$ cat src/rtl/tcu_pkg.sv
// Package: shared layout constants and class codes for the tag check unit.
// Assumes the policy layout is fixed; a neighbour that writes the policy
// decodes fields at these positions.
package tcu_pkg;
    localparam int POLICY_W   = 22;
    localparam int CAUSE_W    = $clog2(POLICY_W);
    localparam int CLASS_W    = 3;
    localparam int EXEC_BIT   = 0;
    localparam int TRIPLE_W   = 3;
    localparam int TRIPLE_CNT = 5;
    localparam int TRIPLE_LO  = 1;
    localparam int CMP_LO     = TRIPLE_LO + TRIPLE_W * TRIPLE_CNT;
    localparam int CMP_W      = 2;
    localparam int LS_LO      = CMP_LO + CMP_W;
    localparam int LS_W       = 4;

    typedef enum logic [CLASS_W-1:0] {
        CLS_NONE  = 3'd0,
        CLS_ARITH = 3'd1,
        CLS_BRAN  = 3'd2,
        CLS_JUMP  = 3'd3,
        CLS_SHIFT = 3'd4,
        CLS_LOGIC = 3'd5,
        CLS_CMP   = 3'd6,
        CLS_LDST  = 3'd7
    } op_class_e;
endpackage

$ cat src/rtl/tcu_policy_reg.sv
// Module: holds the check policy. A write lands at the clock edge and is
// visible from the following edge. Assumes synchronous active-low reset.
module tcu_policy_reg
    import tcu_pkg::*;
(
    input  logic                clk,
    input  logic                rst_n,
    input  logic                wr_en_i,
    input  logic [POLICY_W-1:0] wr_data_i,
    output logic [POLICY_W-1:0] policy_o
);
    // Purpose: load or clear the policy register.
    always_ff @(posedge clk) begin
        if (!rst_n)       policy_o <= '0;
        else if (wr_en_i) policy_o <= wr_data_i;
    end

    // a write is seen one edge later
    a_r3_write_lands: assert property (@(posedge clk) disable iff (!rst_n)
        wr_en_i |=> policy_o == $past(wr_data_i));
    a_r3_hold_without_write: assert property (@(posedge clk) disable iff (!rst_n)
        !wr_en_i |=> $stable(policy_o));
endmodule

$ cat src/rtl/tcu_violation_gen.sv
// Module: builds one violation bit per policy bit from the current tags,
// the class of the execute-stage instruction and the fetch target tag.
// Assumes at most one instruction per cycle and tags already aligned.
module tcu_violation_gen
    import tcu_pkg::*;
(
    input  logic [POLICY_W-1:0] policy_i,
    input  logic                instr_valid_i,
    input  logic [CLASS_W-1:0]  instr_class_i,
    input  logic                rs1_tag_i,
    input  logic                rs2_tag_i,
    input  logic                rd_tag_i,
    input  logic [LS_W-1:0]     ls_tags_i,
    input  logic                fetch_valid_i,
    input  logic                fetch_tag_i,
    output logic [POLICY_W-1:0] viol_o
);
    op_class_e cls;
    logic [TRIPLE_W-1:0] role_tags;
    logic [TRIPLE_W-1:0] trip_hit [TRIPLE_CNT];
    logic [CMP_W-1:0]    cmp_hit;
    logic [LS_W-1:0]     ls_hit;
    logic                exec_hit;

    assign cls       = op_class_e'(instr_class_i);
    assign role_tags = {rd_tag_i, rs2_tag_i, rs1_tag_i};

    // One checker per 3-bit class field; class code k+1 owns field k.
    for (genvar k = 0; k < TRIPLE_CNT; k++) begin : g_triple
        localparam int LO = TRIPLE_LO + TRIPLE_W * k;
        logic sel;
        assign sel         = instr_valid_i && (instr_class_i == CLASS_W'(k + 1));
        assign trip_hit[k] = sel ? (role_tags & policy_i[LO +: TRIPLE_W]) : '0;
    end

    // Purpose: comparison checks source operands only.
    always_comb begin
        cmp_hit = '0;
        if (instr_valid_i && cls == CLS_CMP)
            cmp_hit = {rs2_tag_i, rs1_tag_i} & policy_i[CMP_LO +: CMP_W];
    end

    // Purpose: load/store checks its four address/data roles.
    always_comb begin
        ls_hit = '0;
        if (instr_valid_i && cls == CLS_LDST)
            ls_hit = ls_tags_i & policy_i[LS_LO +: LS_W];
    end

    // Purpose: execute check on the fetch target, independent of class.
    always_comb begin
        exec_hit = fetch_valid_i && fetch_tag_i && policy_i[EXEC_BIT];
    end

    // Purpose: gather all hits into the vector indexed by policy bit.
    always_comb begin
        viol_o           = '0;
        viol_o[EXEC_BIT] = exec_hit;
        for (int k = 0; k < TRIPLE_CNT; k++)
            viol_o[TRIPLE_LO + TRIPLE_W * k +: TRIPLE_W] = trip_hit[k];
        viol_o[CMP_LO +: CMP_W] = cmp_hit;
        viol_o[LS_LO +: LS_W]   = ls_hit;
    end

    // a violation only where the policy enables it
    always_comb begin
        a_r2_enabled_only: assert ((viol_o & ~policy_i) == '0);
    end
endmodule

$ cat src/rtl/tcu_prio_enc.sv
// Module: reports the lowest set bit of a vector and whether any bit is set.
// Assumes a vector width of at least two.
module tcu_prio_enc #(
    parameter int W  = 22,
    localparam int IW = $clog2(W)
) (
    input  logic          clk,
    input  logic          rst_n,
    input  logic [W-1:0]  vec_i,
    output logic          any_o,
    output logic [IW-1:0] idx_o
);
    logic [W-1:0] below_mask;

    // Purpose: scan from the top down so the lowest set bit is kept last.
    always_comb begin
        idx_o = '0;
        for (int i = W - 1; i >= 0; i--)
            if (vec_i[i]) idx_o = IW'(i);
        any_o = |vec_i;
    end

    // Purpose: mask of bits below the chosen index, used by the check.
    always_comb begin
        below_mask = (W'(1) << idx_o) - W'(1);
    end

    // chosen bit is set and nothing lower is
    a_r10_lowest_wins: assert property (@(posedge clk) disable iff (!rst_n)
        any_o |-> (vec_i[idx_o] && ((vec_i & below_mask) == '0)));
endmodule

$ cat src/rtl/tag_check_unit.sv
// Module: top of the tag check unit. Combines policy register, violation
// builder and priority encoder, and registers the exception and cause.
// Assumes the core handles the trap; this unit only reports it.
module tag_check_unit
    import tcu_pkg::*;
(
    input  logic                clk,
    input  logic                rst_n,
    input  logic                pol_wr_en_i,
    input  logic [21:0]         pol_wr_data_i,
    input  logic                instr_valid_i,
    input  logic [2:0]          instr_class_i,
    input  logic                rs1_tag_i,
    input  logic                rs2_tag_i,
    input  logic                rd_tag_i,
    input  logic                ls_src_addr_tag_i,
    input  logic                ls_src_data_tag_i,
    input  logic                ls_dst_data_tag_i,
    input  logic                ls_dst_addr_tag_i,
    input  logic                fetch_valid_i,
    input  logic                fetch_tag_i,
    output logic                sec_exc_o,
    output logic [4:0]          cause_o
);
    logic [POLICY_W-1:0] policy_q;
    logic [POLICY_W-1:0] viol;
    logic                viol_any;
    logic [CAUSE_W-1:0]  viol_idx;

    tcu_policy_reg u_policy (
        .clk       (clk),
        .rst_n     (rst_n),
        .wr_en_i   (pol_wr_en_i),
        .wr_data_i (pol_wr_data_i),
        .policy_o  (policy_q)
    );

    tcu_violation_gen u_viol (
        .policy_i      (policy_q),
        .instr_valid_i (instr_valid_i),
        .instr_class_i (instr_class_i),
        .rs1_tag_i     (rs1_tag_i),
        .rs2_tag_i     (rs2_tag_i),
        .rd_tag_i      (rd_tag_i),
        .ls_tags_i     ({ls_dst_addr_tag_i, ls_dst_data_tag_i,
                         ls_src_data_tag_i, ls_src_addr_tag_i}),
        .fetch_valid_i (fetch_valid_i),
        .fetch_tag_i   (fetch_tag_i),
        .viol_o        (viol)
    );

    tcu_prio_enc #(.W(POLICY_W)) u_enc (
        .clk   (clk),
        .rst_n (rst_n),
        .vec_i (viol),
        .any_o (viol_any),
        .idx_o (viol_idx)
    );

    // Purpose: register the exception pulse and its cause.
    always_ff @(posedge clk) begin
        if (!rst_n) begin
            sec_exc_o <= 1'b0;
            cause_o   <= '0;
        end else begin
            sec_exc_o <= viol_any;
            cause_o   <= viol_any ? viol_idx : '0;
        end
    end

    // reset clears outputs
    a_r1_reset_quiet: assert property (@(posedge clk)
        !rst_n |=> (!sec_exc_o && cause_o == '0 && policy_q == '0));
    // zero policy never traps
    a_r2_zero_policy_silent: assert property (@(posedge clk) disable iff (!rst_n)
        (policy_q == '0) |=> !sec_exc_o);
    // tagged fetch with execute check traps with cause 0
    a_r5_fetch_traps: assert property (@(posedge clk) disable iff (!rst_n)
        (fetch_valid_i && fetch_tag_i && policy_q[EXEC_BIT]) |=> (sec_exc_o && cause_o == '0));
    // nothing valid, nothing reported
    a_r9_idle_silent: assert property (@(posedge clk) disable iff (!rst_n)
        (!instr_valid_i && !fetch_valid_i) |=> !sec_exc_o);
    // cause stays inside the policy width
    a_r4_cause_range: assert property (@(posedge clk) disable iff (!rst_n)
        sec_exc_o |-> (cause_o < 5'(POLICY_W)));
endmodule

$ cat config.mk
export PLATFORM = sky130hd
export DESIGN_NAME = tag_check_unit
export DESIGN_NICKNAME = d
export VERILOG_FILES = /design/src/rtl/tcu_pkg.sv /design/src/rtl/tcu_policy_reg.sv /design/src/rtl/tcu_violation_gen.sv /design/src/rtl/tcu_prio_enc.sv /design/src/rtl/tag_check_unit.sv
export SDC_FILE = /design/constraint.sdc
export NUM_CORES = 1
export LEC_CHECK = 0
export CORE_AREA = 8 8 64 66
export CTS_CLUSTER_SIZE = 8
export DETAILED_ROUTE_END_ITERATION = 8
export DIE_AREA = 0 0 72 74
export PLACE_DENSITY = 0.83
export SKIP_CTS_REPAIR_TIMING = 1
export SYNTH_ARGS = -nofsm -noshare
export SYNTH_HDL_FRONTEND = slang
export SYNTH_SLANG_ARGS = --single-unit
export TNS_END_PERCENT = 5
$ cat constraint.sdc
create_clock -name clk -period 2.8 [get_ports clk]
set_input_delay 0.42 -clock clk [delete_from_list [all_inputs] [get_ports clk]]
set_output_delay 0.42 -clock clk [all_outputs]
set_load 0.02 [all_outputs]
After elaboration in Yosys (flattened, before gate mapping)
Cells that the tools add are included.

Bitwise operators: 9. Reductions and logical operators: 15. Shift-type cells: 0. Order comparisons: 0. Equal/unequal tests: 7. $mul: 0. $add $sub $neg: 0. Mux-type cells: 28. Div/mod/pow operators: 0.

Operators with widths (number): 4-bit two-way mux (9); 5-bit two-way mux (6); 3-bit two-way mux (9); 22-bit OR reduction (1); 18-bit OR reduction (1); 3-bit AND (5); 3-bit == test, second input constant (4); 10-bit OR reduction (1); 1-bit logical AND (9); 3-bit by 2-bit == test with 1-bit output, second input constant (2); 2-bit two-way mux (3); 6-bit OR reduction (1); 4-bit AND (1); 4-bit OR reduction (1); 3-bit by 1-bit == test with 1-bit output, second input constant (1); 3-bit OR reduction (1); 2-bit AND (1); 1-bit inverter (2); 1-bit two-way mux (1).

Bits in latches: 0. RAM bits: 0. Register bits after elaboration: 28. ROM bits: 0. Memories: 0.

Longest topological paths before layout
Gate-level depths: netlist (run 1).

Word-level depth: 24. Gate-level depth with buffers: 7. Mapped depth without buffers: 6.

Hierarchy
A second synthesis (run 1) with hierarchy kept.

Cell total of the unflattened synthesis: 163. Area, all modules: 1536.5 µm².

By module, submodules not included: tcu_policy_reg (instances 1, cells each 71, area each 857.1 µm²); tcu_prio_enc (instances 1, cells each 43, area each 261.5 µm²); tcu_violation_gen (instances 1, cells each 37, area each 259.0 µm²); tag_check_unit (instances 1, cells each 12, area each 158.9 µm²).

Least setup slack after synthesis (run 1)
Ideal clock, no wire load.

Path type: in2reg. Start: in instr_class_i[0]. End: reg cause_o[1]. Setup time: 0.119 ns. Arrival time: 1.462 ns. Path buffers: 1. Slack: 1.219 ns. Cell stages on the path: 7. Cells stage by stage: buf_2 > nand4b_1 > a21oi_1 > or3_1 > nand4b_1 > nand3_1 > nor3_1.

Longest elaborated chain between the ends: 22. Elaborated cells on any way between the ends: 43. Classes of those cells: 7 x eq/ne; 26 x mux; 1 x bitwise; 9 x reduce/logical.

RTL lines: start: declaration (line tag_check_unit.sv:12) `input logic [2:0] instr_class_i,`; 3-bit == test (line tcu_violation_gen.sv:46) `if (instr_valid_i && cls == CLS_LDST)`; 1-bit logical AND (line tcu_violation_gen.sv:46); 4-bit two-way mux (line tcu_violation_gen.sv:46); 5-bit two-way mux (5 in series) (line tcu_prio_enc.sv:19) `if (vec_i[i]) idx_o = IW'(i);`; 4-bit two-way mux (8 in series) (line tcu_prio_enc.sv:19); 3-bit two-way mux (4 in series) (line tcu_prio_enc.sv:19); 2-bit two-way mux (2 in series) (line tcu_prio_enc.sv:19); end signal: assignment (line tag_check_unit.sv:67) `cause_o <= viol_any ? viol_idx : '0;`; end: declaration (line tag_check_unit.sv:23) `output logic [4:0] cause_o`.

Several ways; a longest one is shown, not always the timed one. A chain may end at the register's enable or synchronous reset.

Final worst setup path (run 1)
Ends and elaborated chain as after synthesis.

==> metrics.md, run 1 <==
| Metric | Value |
|---|---|
| Die H | `74 um` |
| PwrDens | `403 nW/um^2` |
| Layout Nets | `243` |
| Crit path top cell by count | `nand4b_1` |
| Final HPWL DP | `3.04 mm` |
| WP buf/inv | `1` |
| Worst-Skew Late Latency | `0.33 ns` |
| Max rail drop VDD | `213 uV` |
| Internal | `between 0.5 and 0.6 mW` |
| Hold crit path type | `reg -> reg` |
| Largest net degree at the start of global routing | `23` |
| Worst EP required | `3.07 ns` |
| Worst clock skew | `0.00292 ns` |
| Inst Count DP | `246` |
| Gpl congestion | `0.971` |
| Drt pass-1 iters | `4` |
| Design Power | `between 0.7 and 0.8 mW` |
| I/O pin count | `44` |
| Number of fill cells | `between 200 and 300` |
| Crit path arrival time | `2.37 ns` |
| Largest delay share family, worst path | `simple AND/OR/NAND/NOR gates` |
| Cell variety after synth | `32` |
| Share of total power in the clock network | `0.259` |
| First-pass GRT wire length | `6.24 mm` |
| Storage element area | `561 um^2` |
| Fin crit period | `2.10 ns` |
| Max Buffers Root-to-Sink | `2` |
| Commonest non-fill, non-tap cells in the layout | `43 x clkdlybuf4s50_1, 28 x dfxtp_1, 23 x nor2b_1, 22 x mux2i_1, 12 x nor2_1` |
| Synth Net Count | `200` |
| Area growth from synthesis to layout | `35.5%` |
| Status | `complete, no violations` |
| Element type at the critical path start | `primary input` |
| # DRC | `0` |
| Post-Layout Cell Count | `250` |
| Worst-margin pin slew | `0.377 ns` |
| Crit end category | `register` |
| Cells after Synth | `162` |
| Die area | `around 5300 um^2` |
| Hold Fails Final Rpt | `0` |
| Share of the yosys chip area belonging to registers | `0.391` |
| Final Setup Violations | `0` |
| GRT overflow | `0` |
| Iteration-0 DRC Markers | `between 60 and 70` |
| Htree depth | `1` |
| Root Buffer | `clkbuf_4` |
| Unrepaired setup endpoints after global routing | `false` |
| Vias | `1,367` |
| Initial antenna violation count | `0` |
| Clk sinks | `28` |
| I/O Buffers | `43` |
| Flop pwr share | `0.553` |
| Clock slew at reported path FFs | `roughly 0.15 ns` |
| Row cnt | `21` |
| Initial Util | `0.451` |
| WS Path Type | `in -> reg` |
| CP Cell Sequence | `clkdlybuf4s50_1, nand4b_1, o22ai_1, nor4_1, nand4b_1, nand3_1, nor3_1` |
| Tcrit/Tclk final | `0.751` |
| GRT Resource Usage Total | `0.146` |
| Leakage | `about 0.70 nW` |
| Comb power frac | `0.188` |
| Num CTS Buffers | `3` |
| Final max-slew violation count | `0` |
| Vias in the first global route | `approximately 1,300` |
| Area occupied by multi-input gates | `833 um^2` |
| Mapped Avg Cell Area | `approximately 9 um^2` |
| Diodes inserted | `0` |
| Routed Antenna Nets | `0` |
| CP max stage delay | `around 0.70 ns` |
| Final setup TNS | `0 ns` |
| Psw | `0.197 mW` |
| Max Clk Rate | `around 480 MHz` |
| FF+latch count, synth | `28` |
| DR WL/cell | `15.2 um` |
| Number of synthesis warnings | `0` |
| Via/cell ratio | `5.47` |
| Core Region | `between 3000 and 4000 um^2` |
| Ratio of cells with drive above 1 in the final layout | `0.0441` |
| Die X-Extent | `72 um` |
| CP max FO | `11` |
| Max cap viols | `0` |
| CTS tree | `yes` |
| Cell Area, Synth | `1430 um^2` |
| Sw Share | `0.251` |
| Slowest stage cell, crit path | `clkdlybuf4s50_1` |
| Slew HR | `0.748` |
| Most common cell after layout, fill and taps aside | `clkdlybuf4s50_1` |
| Routed WL | `3.79 mm` |
## tightest hold or removal path, cell delays in order (launching register included)
cell,delay [ns]
dfxtp_1,0.34
mux2i_1,0.12
nor2b_1,0.05
## metal layers
metal / GRT usage / share of wire
met4: 0.0635 / 0.017
met3: 0.0283 / 0.066
met5: 0 / 0
met1: 0.179 / 0.44
met2: 0.245 / 0.48
## metrics by stage
step,hold WS [ns],utilization,area [um^2],setup slack (ns)
after floorplan,0.474,-,1430,1.22
after global placement,0.500,0.599,1900,0.325
after detailed placement,0.515,0.599,1900,0.383
after CTS,0.541,0.610,1940,0.735
after global routing,0.563,0.610,1940,0.544
final,0.537,0.610,1940,0.698
## cell type report
class                   instances  area share
repair buffers                 45       0.230
well taps                      46      0.0297
flip-flops and latches         28       0.289
multi-input cells             125       0.429
inverters                       2     0.00387
clock buffers                   4      0.0187
## power by group through the flow
stage | sequential [mW] | clock (mW) | combinational [mW]
6_report | 0.433 | 0.202 | 0.147
5_1_grt | 0.436 | 0.222 | 0.160
4_1_cts | 0.433 | 0.210 | 0.148
3_5_place_dp | 0.441 | 0 | 0.147
3_3_place_gp | 0.441 | 0 | 0.145
2_1_floorplan | 0.439 | 0 | 0.0700
## logic make-up (layout without fill, tap and decap cells)
| family | after synthesis | count (layout) | synth area share |
|---|---|---|---|
| buf+inv | 9 | 51 | 0.0271 |
| flops | 28 | 28 | 0.391 |
| compound gates | 24 | 24 | 0.109 |
| simple gates | 79 | 79 | 0.319 |
| mux | 22 | 22 | 0.154 |
## registers in the layout, indices dropped and copies added (netlist names)
signal	flops
u_policy.policy_o	22
sec_exc_o	1
cause_o	5
## path summary, 6_finish.rpt
path	start	end	slack (ns)	cells after the start
setup / recovery	instr_class_i[0]	cause_o[1]$_SDFF_PP0_	0.70	7
hold / removal	u_policy.policy_o[1]$_SDFFE_PN0P_	u_policy.policy_o[1]$_SDFFE_PN0P_	0.54	2
setup reg to reg	u_policy.policy_o[5]$_SDFFE_PN0P_	cause_o[1]$_SDFF_PP0_	1.13	6
hold reg to reg	u_policy.policy_o[1]$_SDFFE_PN0P_	u_policy.policy_o[1]$_SDFFE_PN0P_	0.54	2
## synthesized netlist by cell type (all sizes together)
cell     instances  area (um^2)
dfxtp           28          561
nor2b           23          144
mux2i           22          220
nor2            12         45.0
nand2           11         41.3
nor3            11         55.1
a21oi            9         45.0
nand3            5         25.0
buf              4         20.0
a22oi            3         22.5
a31oi            3         18.8
clkbuf           3         11.3
nand4b           3         26.3
inv              2         7.51
nand2b           2         12.5
nand4bb          2         22.5
nor4             2         12.5
nor4b            2         30.0
o211ai           2         15.0
a211oi           1         7.51
a21o             1         7.51
a222oi           1         10.0
a32o             1         10.0
and2             1         6.26
nand3b           1         7.51
nand4            1         6.26
nor3b            1         7.51
o21ai            1         5.00
o22a             1         8.76
o22ai            1         6.26
or3              1         6.26
or3b             1         8.76
(Power assumes the default switching activity.)
==> inputs of run 2 (changes only) <==
--- a/config.mk
+++ b/config.mk
@@ -5,11 +5,11 @@
 export SDC_FILE = /design/constraint.sdc
 export NUM_CORES = 1
 export LEC_CHECK = 0
-export CORE_AREA = 8 8 64 66
+export CORE_AREA = 8 8 69 71
 export CTS_CLUSTER_SIZE = 8
 export DETAILED_ROUTE_END_ITERATION = 8
-export DIE_AREA = 0 0 72 74
-export PLACE_DENSITY = 0.83
+export DIE_AREA = 0 0 77 79
+export PLACE_DENSITY = 0.74
 export SKIP_CTS_REPAIR_TIMING = 1
 export SYNTH_ARGS = -nofsm -noshare
 export SYNTH_HDL_FRONTEND = slang
==> constraint.sdc (replaced) <==
create_clock -name clk -period 1.7 [get_ports clk]
set_input_delay 0.255 -clock clk [delete_from_list [all_inputs] [get_ports clk]]
set_output_delay 0.255 -clock clk [all_outputs]
set_load 0.02 [all_outputs]
==> metrics.md, run 2 (synthesis results as in run 1) <==
| Metric | Value |
|---|---|
| Largest registers | `u_policy.policy_o: 22 flops, cause_o: 5 flops, sec_exc_o: 1 flops (unchanged)` |
| CP max FO | `3 (was 11)` |
| Fin crit period | `1.60 ns` |
| Leakage | `0.885 nW (was 0.698 nW)` |
| Largest net degree at the start of global routing | `23 (unchanged)` |
| Design Power | `1.34 mW (was 0.783 mW)` |
| Status | `complete, no violations (unchanged)` |
| Root Buffer | `clkbuf_8 (was clkbuf_4)` |
| Final Core Density | `0.582 (was 0.610)` |
| DR WL/cell | `13.7 um (was 15.2 um)` |
| Routed WL | `3.77 mm (was 3.79 mm)` |
| Pre-CTS setup slack | `-0.367 ns (was 0.383 ns)` |
| Ratio of cells with drive above 1 in the final layout | `0.187 (was 0.0441)` |
| Inst Count DP | `272 (was 246)` |
| Most common cell after layout, fill and taps aside | `clkdlybuf4s50_1 (unchanged)` |
| Initial antenna violation count | `0 (unchanged)` |
| Max rail drop VDD | `361 uV (was 213 uV)` |
| CP Cell Sequence | `a222oi_1, o22ai_2, nor4_2, nand4b_1, and2_1 (was clkdlybuf4s50_1, nand4b_1, o22ai_1, nor4_1, nand4b_1, nand3_1, nor3_1)` |
| Row cnt | `23 (was 21)` |
| Vias | `1,372 (was 1,367)` |
| Diodes inserted | `0 (unchanged)` |
| Clock slew at reported path FFs | `0.09 ns (was 0.15 ns)` |
| GRT Resource Usage Total | `0.123 (was 0.146)` |
| Num CTS Buffers | `3 (unchanged)` |
| First-pass GRT wire length | `6.27 mm (was 6.24 mm)` |
| Htree depth | `1 (unchanged)` |
| Area growth from synthesis to layout | `54.4% (was 35.5%)` |
| Iteration-0 DRC Markers | `51 (was 61)` |
| Worst EP required | `1.87 ns (was 3.07 ns)` |
| Die area | `6080 um^2 (was 5330 um^2)` |
| Max cap viols | `0 (unchanged)` |
| Worst clock skew | `0.00178 ns (was 0.00292 ns)` |
| Final Setup Violations | `0 (unchanged)` |
| Gpl congestion | `0.884 (was 0.971)` |
| Die H | `79 um (was 74 um)` |
| Crit end category | `register (unchanged)` |
| Hold Fails Final Rpt | `0 (unchanged)` |
| Crit path arrival time | `1.77 ns (was 2.37 ns)` |
| Final HPWL DP | `3.01 mm (was 3.04 mm)` |
| Worst-Skew Late Latency | `0.27 ns (was 0.33 ns)` |
| # DRC | `0 (unchanged)` |
| Drt pass-1 iters | `4 (unchanged)` |
| Hold crit path type | `in -> reg (was reg -> reg)` |
| WS Path Type | `reg -> reg (was in -> reg)` |
| Element type at the critical path start | `register (was primary input)` |
| Final max-slew violation count | `0 (unchanged)` |
| Final setup TNS | `0 ns (unchanged)` |
| Worst setup margin | `0.103 ns (was 0.698 ns)` |
| PwrDens | `606 nW/um^2 (was 403 nW/um^2)` |
| Via/cell ratio | `4.99 (was 5.47)` |
| Largest reg by FF count | `u_policy.policy_o (unchanged)` |
| Worst-margin pin slew | `0.337 ns (was 0.377 ns)` |
| Max reg flops | `22 (unchanged)` |
| CTS tree | `yes (unchanged)` |
| Initial Util | `0.377 (was 0.451)` |
| Max Buffers Root-to-Sink | `2 (unchanged)` |
| Slew HR | `0.776 (was 0.748)` |
| Vias in the first global route | `1,420 (was 1,345)` |
| I/O Buffers | `43 (unchanged)` |
| Tcrit/Tclk final | `0.940` |
| Layout Nets | `265 (was 243)` |
| I/O pin count | `44 (unchanged)` |
| Unrepaired setup endpoints after global routing | `true (was false)` |
| Final instance area | `2210 um^2 (was 1940 um^2)` |
| WHS | `0.523 ns (was 0.537 ns)` |
| Max Clk Rate | `626 MHz` |
| Commonest non-fill, non-tap cells in the layout | `36 x clkdlybuf4s50_1, 27 x dfxtp_1, 23 x nor2b_1, 23 x buf_4, 22 x mux2i_1 (was 43 x clkdlybuf4s50_1, 28 x dfxtp_1, 23 x nor2b_1, 22 x mux2i_1, 12 x nor2_1)` |
| Routed Antenna Nets | `0 (unchanged)` |
| Clk sinks | `28 (unchanged)` |
| Core Region | `3800 um^2 (was 3180 um^2)` |
| Cell Area, Placed | `2090 um^2 (was 1900 um^2)` |
| Slowest stage cell, crit path | `a222oi_1 (was clkdlybuf4s50_1)` |
| CP max stage delay | `0.38 ns (was 0.70 ns)` |
| Die X-Extent | `77 um (was 72 um)` |
| GRT overflow | `0 (unchanged)` |
| Post-Layout Cell Count | `275 (was 250)` |
[run 2: layer usage]
layer / global-route usage / up-vias / share of wire
met4: 0.0396 / 0 / 0.012
met5: 0 / - / 0
met2: 0.208 / 34 / 0.48
met1: 0.151 / 627 / 0.46
met3: 0.0305 / 5 / 0.049
li1: - / 706 / -
[run 2: cell type report]
type | instances | area [um^2]
inverter | 2 | 7.51
timing repair buffer | 67 | 641
multi-input combinational | 125 | 898
clock buffer | 3 | 41.3
fill | 378 | 1590
tap | 50 | 62.6
sequential | 28 | 562
[run 2: path summary, 6_finish.rpt]
| check | startpoint | end | slack, ns | cells past startpoint |
|---|---|---|---|---|
| max | u_policy.policy_o[4]$_SDFFE_PN0P_ | sec_exc_o$_SDFF_PN0_ | 0.10 | 5 |
| min | rd_tag_i | cause_o[0]$_SDFF_PP0_ | 0.52 | 4 |
| max reg2reg | u_policy.policy_o[4]$_SDFFE_PN0P_ | sec_exc_o$_SDFF_PN0_ | 0.10 | 5 |
| min reg2reg | u_policy.policy_o[17]$_SDFFE_PN0P_ | u_policy.policy_o[17]$_SDFFE_PN0P_ | 0.53 | 2 |
[run 2: worst max-delay path: cells and delay by family, from the launching register on]
family | cells | cell delay [ns]
flops | 1 | 0.34
compound gates | 2 | 0.56
simple gates | 3 | 0.60
[run 2: report_power, final]
group	internal (mW)	total [mW]	leakage, nW	switching, mW
Clock	0.159	0.353	0.0216	0.194
Sequential	0.690	0.711	0.231	0.0213
Combinational	0.168	0.277	0.633	0.109
Total	1.02	1.34	0.885	0.324
==> inputs of run 3 (changes only) <==
--- a/config.mk
+++ b/config.mk
@@ -10,6 +10,7 @@
 export DETAILED_ROUTE_END_ITERATION = 8
 export DIE_AREA = 0 0 77 79
 export PLACE_DENSITY = 0.74
+export RECOVER_POWER = 100
 export SKIP_CTS_REPAIR_TIMING = 1
 export SYNTH_ARGS = -nofsm -noshare
 export SYNTH_HDL_FRONTEND = slang
==> metrics.md, run 3 (synthesis results as in run 1) <==
| Metric | Value |
|---|---|
| Via/cell ratio | `4.96 (was 4.99)` |
| Max reg flops | `22 (unchanged)` |
| Root Buffer | `clkbuf_8 (unchanged)` |
| I/O pin count | `44 (unchanged)` |
| Final Core Density | `0.578 (was 0.582)` |
| R2r setup slk | `0.10 ns (about the same)` |
| CP Cell Sequence | `a222oi_1, o22ai_2, nor4_2, nand4b_1, and2_1 (unchanged)` |
| Max Buffers Root-to-Sink | `2 (unchanged)` |
| Pre-CTS setup slack | `-0.367 ns (unchanged)` |
| Crit end category | `register (unchanged)` |
| Clk sinks | `28 (unchanged)` |
| Final HPWL DP | `3.01 mm (unchanged)` |
| Max cap viols | `0 (unchanged)` |
| Number of fill cells | `380 (was 378)` |
| Crit path from | `u_policy.policy_o[4]$_SDFFE_PN0P_ (unchanged)` |
| PwrDens | `608 nW/um^2 (was 606 nW/um^2)` |
| Final max-slew violation count | `0 (unchanged)` |
| I/O Buffers | `43 (unchanged)` |
| Max rail drop VDD | `362 uV (was 361 uV)` |
| Largest net degree at the start of global routing | `23 (unchanged)` |
| CTS tree | `yes (unchanged)` |
| Vias in the first global route | `1,420 (unchanged)` |
| Slew HR | `0.509 (was 0.776)` |
| Die X-Extent | `77 um (unchanged)` |
| First-pass GRT wire length | `6.27 mm (unchanged)` |
| Layout Nets | `265 (unchanged)` |
| # DRC | `0 (unchanged)` |
| GRT overflow | `0 (unchanged)` |
| Hold crit path type | `in -> reg (unchanged)` |
| Leakage | `0.900 nW (was 0.885 nW)` |
| Commonest non-fill, non-tap cells in the layout | `29 x clkdlybuf4s50_1, 27 x dfxtp_1, 23 x nor2b_1, 22 x mux2i_1, 22 x buf_4 (was 36 x clkdlybuf4s50_1, 27 x dfxtp_1, 23 x nor2b_1, 23 x buf_4, 22 x mux2i_1)` |
| Vias | `1,365 (was 1,372)` |
| Gpl congestion | `0.884 (unchanged)` |
| Worst r2r src | `u_policy.policy_o[4]$_SDFFE_PN0P_ (unchanged)` |
| Final setup TNS | `0 ns (unchanged)` |
| Clock slew at reported path FFs | `0.09 ns (about the same)` |
| Worst-margin pin slew | `0.736 ns (was 0.337 ns)` |
| Hold Fails Final Rpt | `0 (unchanged)` |
| Row cnt | `23 (unchanged)` |
| Worst setup endpoint | `sec_exc_o$_SDFF_PN0_ (unchanged)` |
| Unrepaired setup endpoints after global routing | `true (unchanged)` |
| Iteration-0 DRC Markers | `49 (was 51)` |
| Worst Reg-to-Reg Cells | `5 (unchanged)` |
| Drt pass-1 iters | `4 (unchanged)` |
| Crit path arrival time | `1.77 ns (about the same)` |
| Core Region | `3800 um^2 (unchanged)` |
| Internal | `1.01 mW (was 1.02 mW)` |
| Initial antenna violation count | `0 (unchanged)` |
| Most common cell after layout, fill and taps aside | `clkdlybuf4s50_1 (unchanged)` |
| Initial Util | `0.377 (unchanged)` |
| Worst setup margin | `0.103 ns (about the same)` |
| GRT Resource Usage Total | `0.123 (unchanged)` |
| Area growth from synthesis to layout | `53.4% (was 54.4%)` |
| Ratio of cells with drive above 1 in the final layout | `0.187 (unchanged)` |
| Share of total power in the clock network | `0.265 (was 0.263)` |
| CP max FO | `3 (unchanged)` |
| Flop pwr share | `0.532 (was 0.530)` |
| Num CTS Buffers | `3 (unchanged)` |
| Worst EP required | `1.87 ns (about the same)` |
| Max Clk Rate | `626 MHz (about the same)` |
| Comb power frac | `0.203 (was 0.207)` |
| CP max stage delay | `0.38 ns (about the same)` |
| Worst-Skew Late Latency | `0.27 ns (about the same)` |
| Psw | `0.324 mW (about the same)` |
| Worst clock skew | `0.00161 ns (was 0.00178 ns)` |
| R2r endpoint | `sec_exc_o$_SDFF_PN0_ (unchanged)` |
| Routed WL | `3.76 mm (was 3.77 mm)` |
| Diodes inserted | `0 (unchanged)` |
| Sw Share | `0.243 (was 0.242)` |
| Die area | `6080 um^2 (unchanged)` |
| Slowest stage cell, crit path | `a222oi_1 (unchanged)` |
| WS Path Type | `reg -> reg (unchanged)` |
| Fin crit period | `1.60 ns (about the same)` |
| Tcrit/Tclk final | `0.939 (was 0.940)` |
| DR WL/cell | `13.7 um (about the same)` |
| Status | `complete, no violations (unchanged)` |
| Largest reg by FF count | `u_policy.policy_o (unchanged)` |
| Final Setup Violations | `0 (unchanged)` |
| Die H | `79 um (unchanged)` |
| Largest registers | `u_policy.policy_o: 22 flops, cause_o: 5 flops, sec_exc_o: 1 flops (unchanged)` |
| Routed Antenna Nets | `0 (unchanged)` |
| Element type at the critical path start | `register (unchanged)` |
| Htree depth | `1 (unchanged)` |
run 3: cell types whose count changed in the layout (fill, tap and decap cells not counted):
cell	delta
buf_4	-1
clkbuf_4	+1
clkbuf_2	+1
dlygate4sd3_1	+7
buf_12	-1
clkdlybuf4s50_1	-7
run 3: through the flow:
step,total power [mW],std cells,instance area [um^2],hold WS (ns)
after global placement,0.991,272,2090,0.497
after global routing,1.40,275,2200,0.554
final,1.34,275,2200,0.523
after floorplan,0.838,162,1430,0.383
after detailed placement,0.995,272,2090,0.508
after CTS,1.35,275,2130,0.529
run 3: metal layers:
layer / wire, um / global-route usage
met1: 1710 / 0.151
met3: 183 / 0.0305
met5: 0 / 0
met2: 1820 / 0.208
met4: 47 / 0.0396
run 3: worst min-delay path by stage:
stage / start / to / slack [ns] / cells past startpoint
finish: rd_tag_i / cause_o[0]$_SDFF_PP0_ / 0.52 / 4
global route: u_policy.policy_o[11]$_SDFFE_PN0P_ / u_policy.policy_o[11]$_SDFFE_PN0P_ / 0.55 / 2
CTS: u_policy.policy_o[17]$_SDFFE_PN0P_ / u_policy.policy_o[17]$_SDFFE_PN0P_ / 0.53 / 2
detailed placement: u_policy.policy_o[14]$_SDFFE_PN0P_ / u_policy.policy_o[14]$_SDFFE_PN0P_ / 0.51 / 2
global placement: u_policy.policy_o[13]$_SDFFE_PN0P_ / u_policy.policy_o[13]$_SDFFE_PN0P_ / 0.50 / 2
floorplan: rst_n / u_policy.policy_o[18]$_SDFFE_PN0P_ / 0.38 / 1
run 3: final cells by class:
type	instances	area, um^2	share of cell area
Multi-Input combinational cell	125	898	0.409
Timing Repair Buffer	67	626	0.285
Sequential cell	28	562	0.256
Tap cell	50	62.6	0.0285
Clock buffer	3	41.3	0.0188
Inverter	2	7.51	0.00342
run 3: worst max-delay path, delay by kind of cell (launching register included):
kind            cells  cell delay (ns)
compound gates      2             0.56
flops               1             0.34
simple gates        3             0.60
run 3: power groups by stage:
stage	combinational [mW]	clock [mW]	sequential [mW]
final	0.272	0.354	0.711
after detailed placement	0.269	0	0.726
after global routing	0.298	0.385	0.715
after floorplan	0.115	0	0.723
after CTS	0.270	0.364	0.710
after global placement	0.267	0	0.725
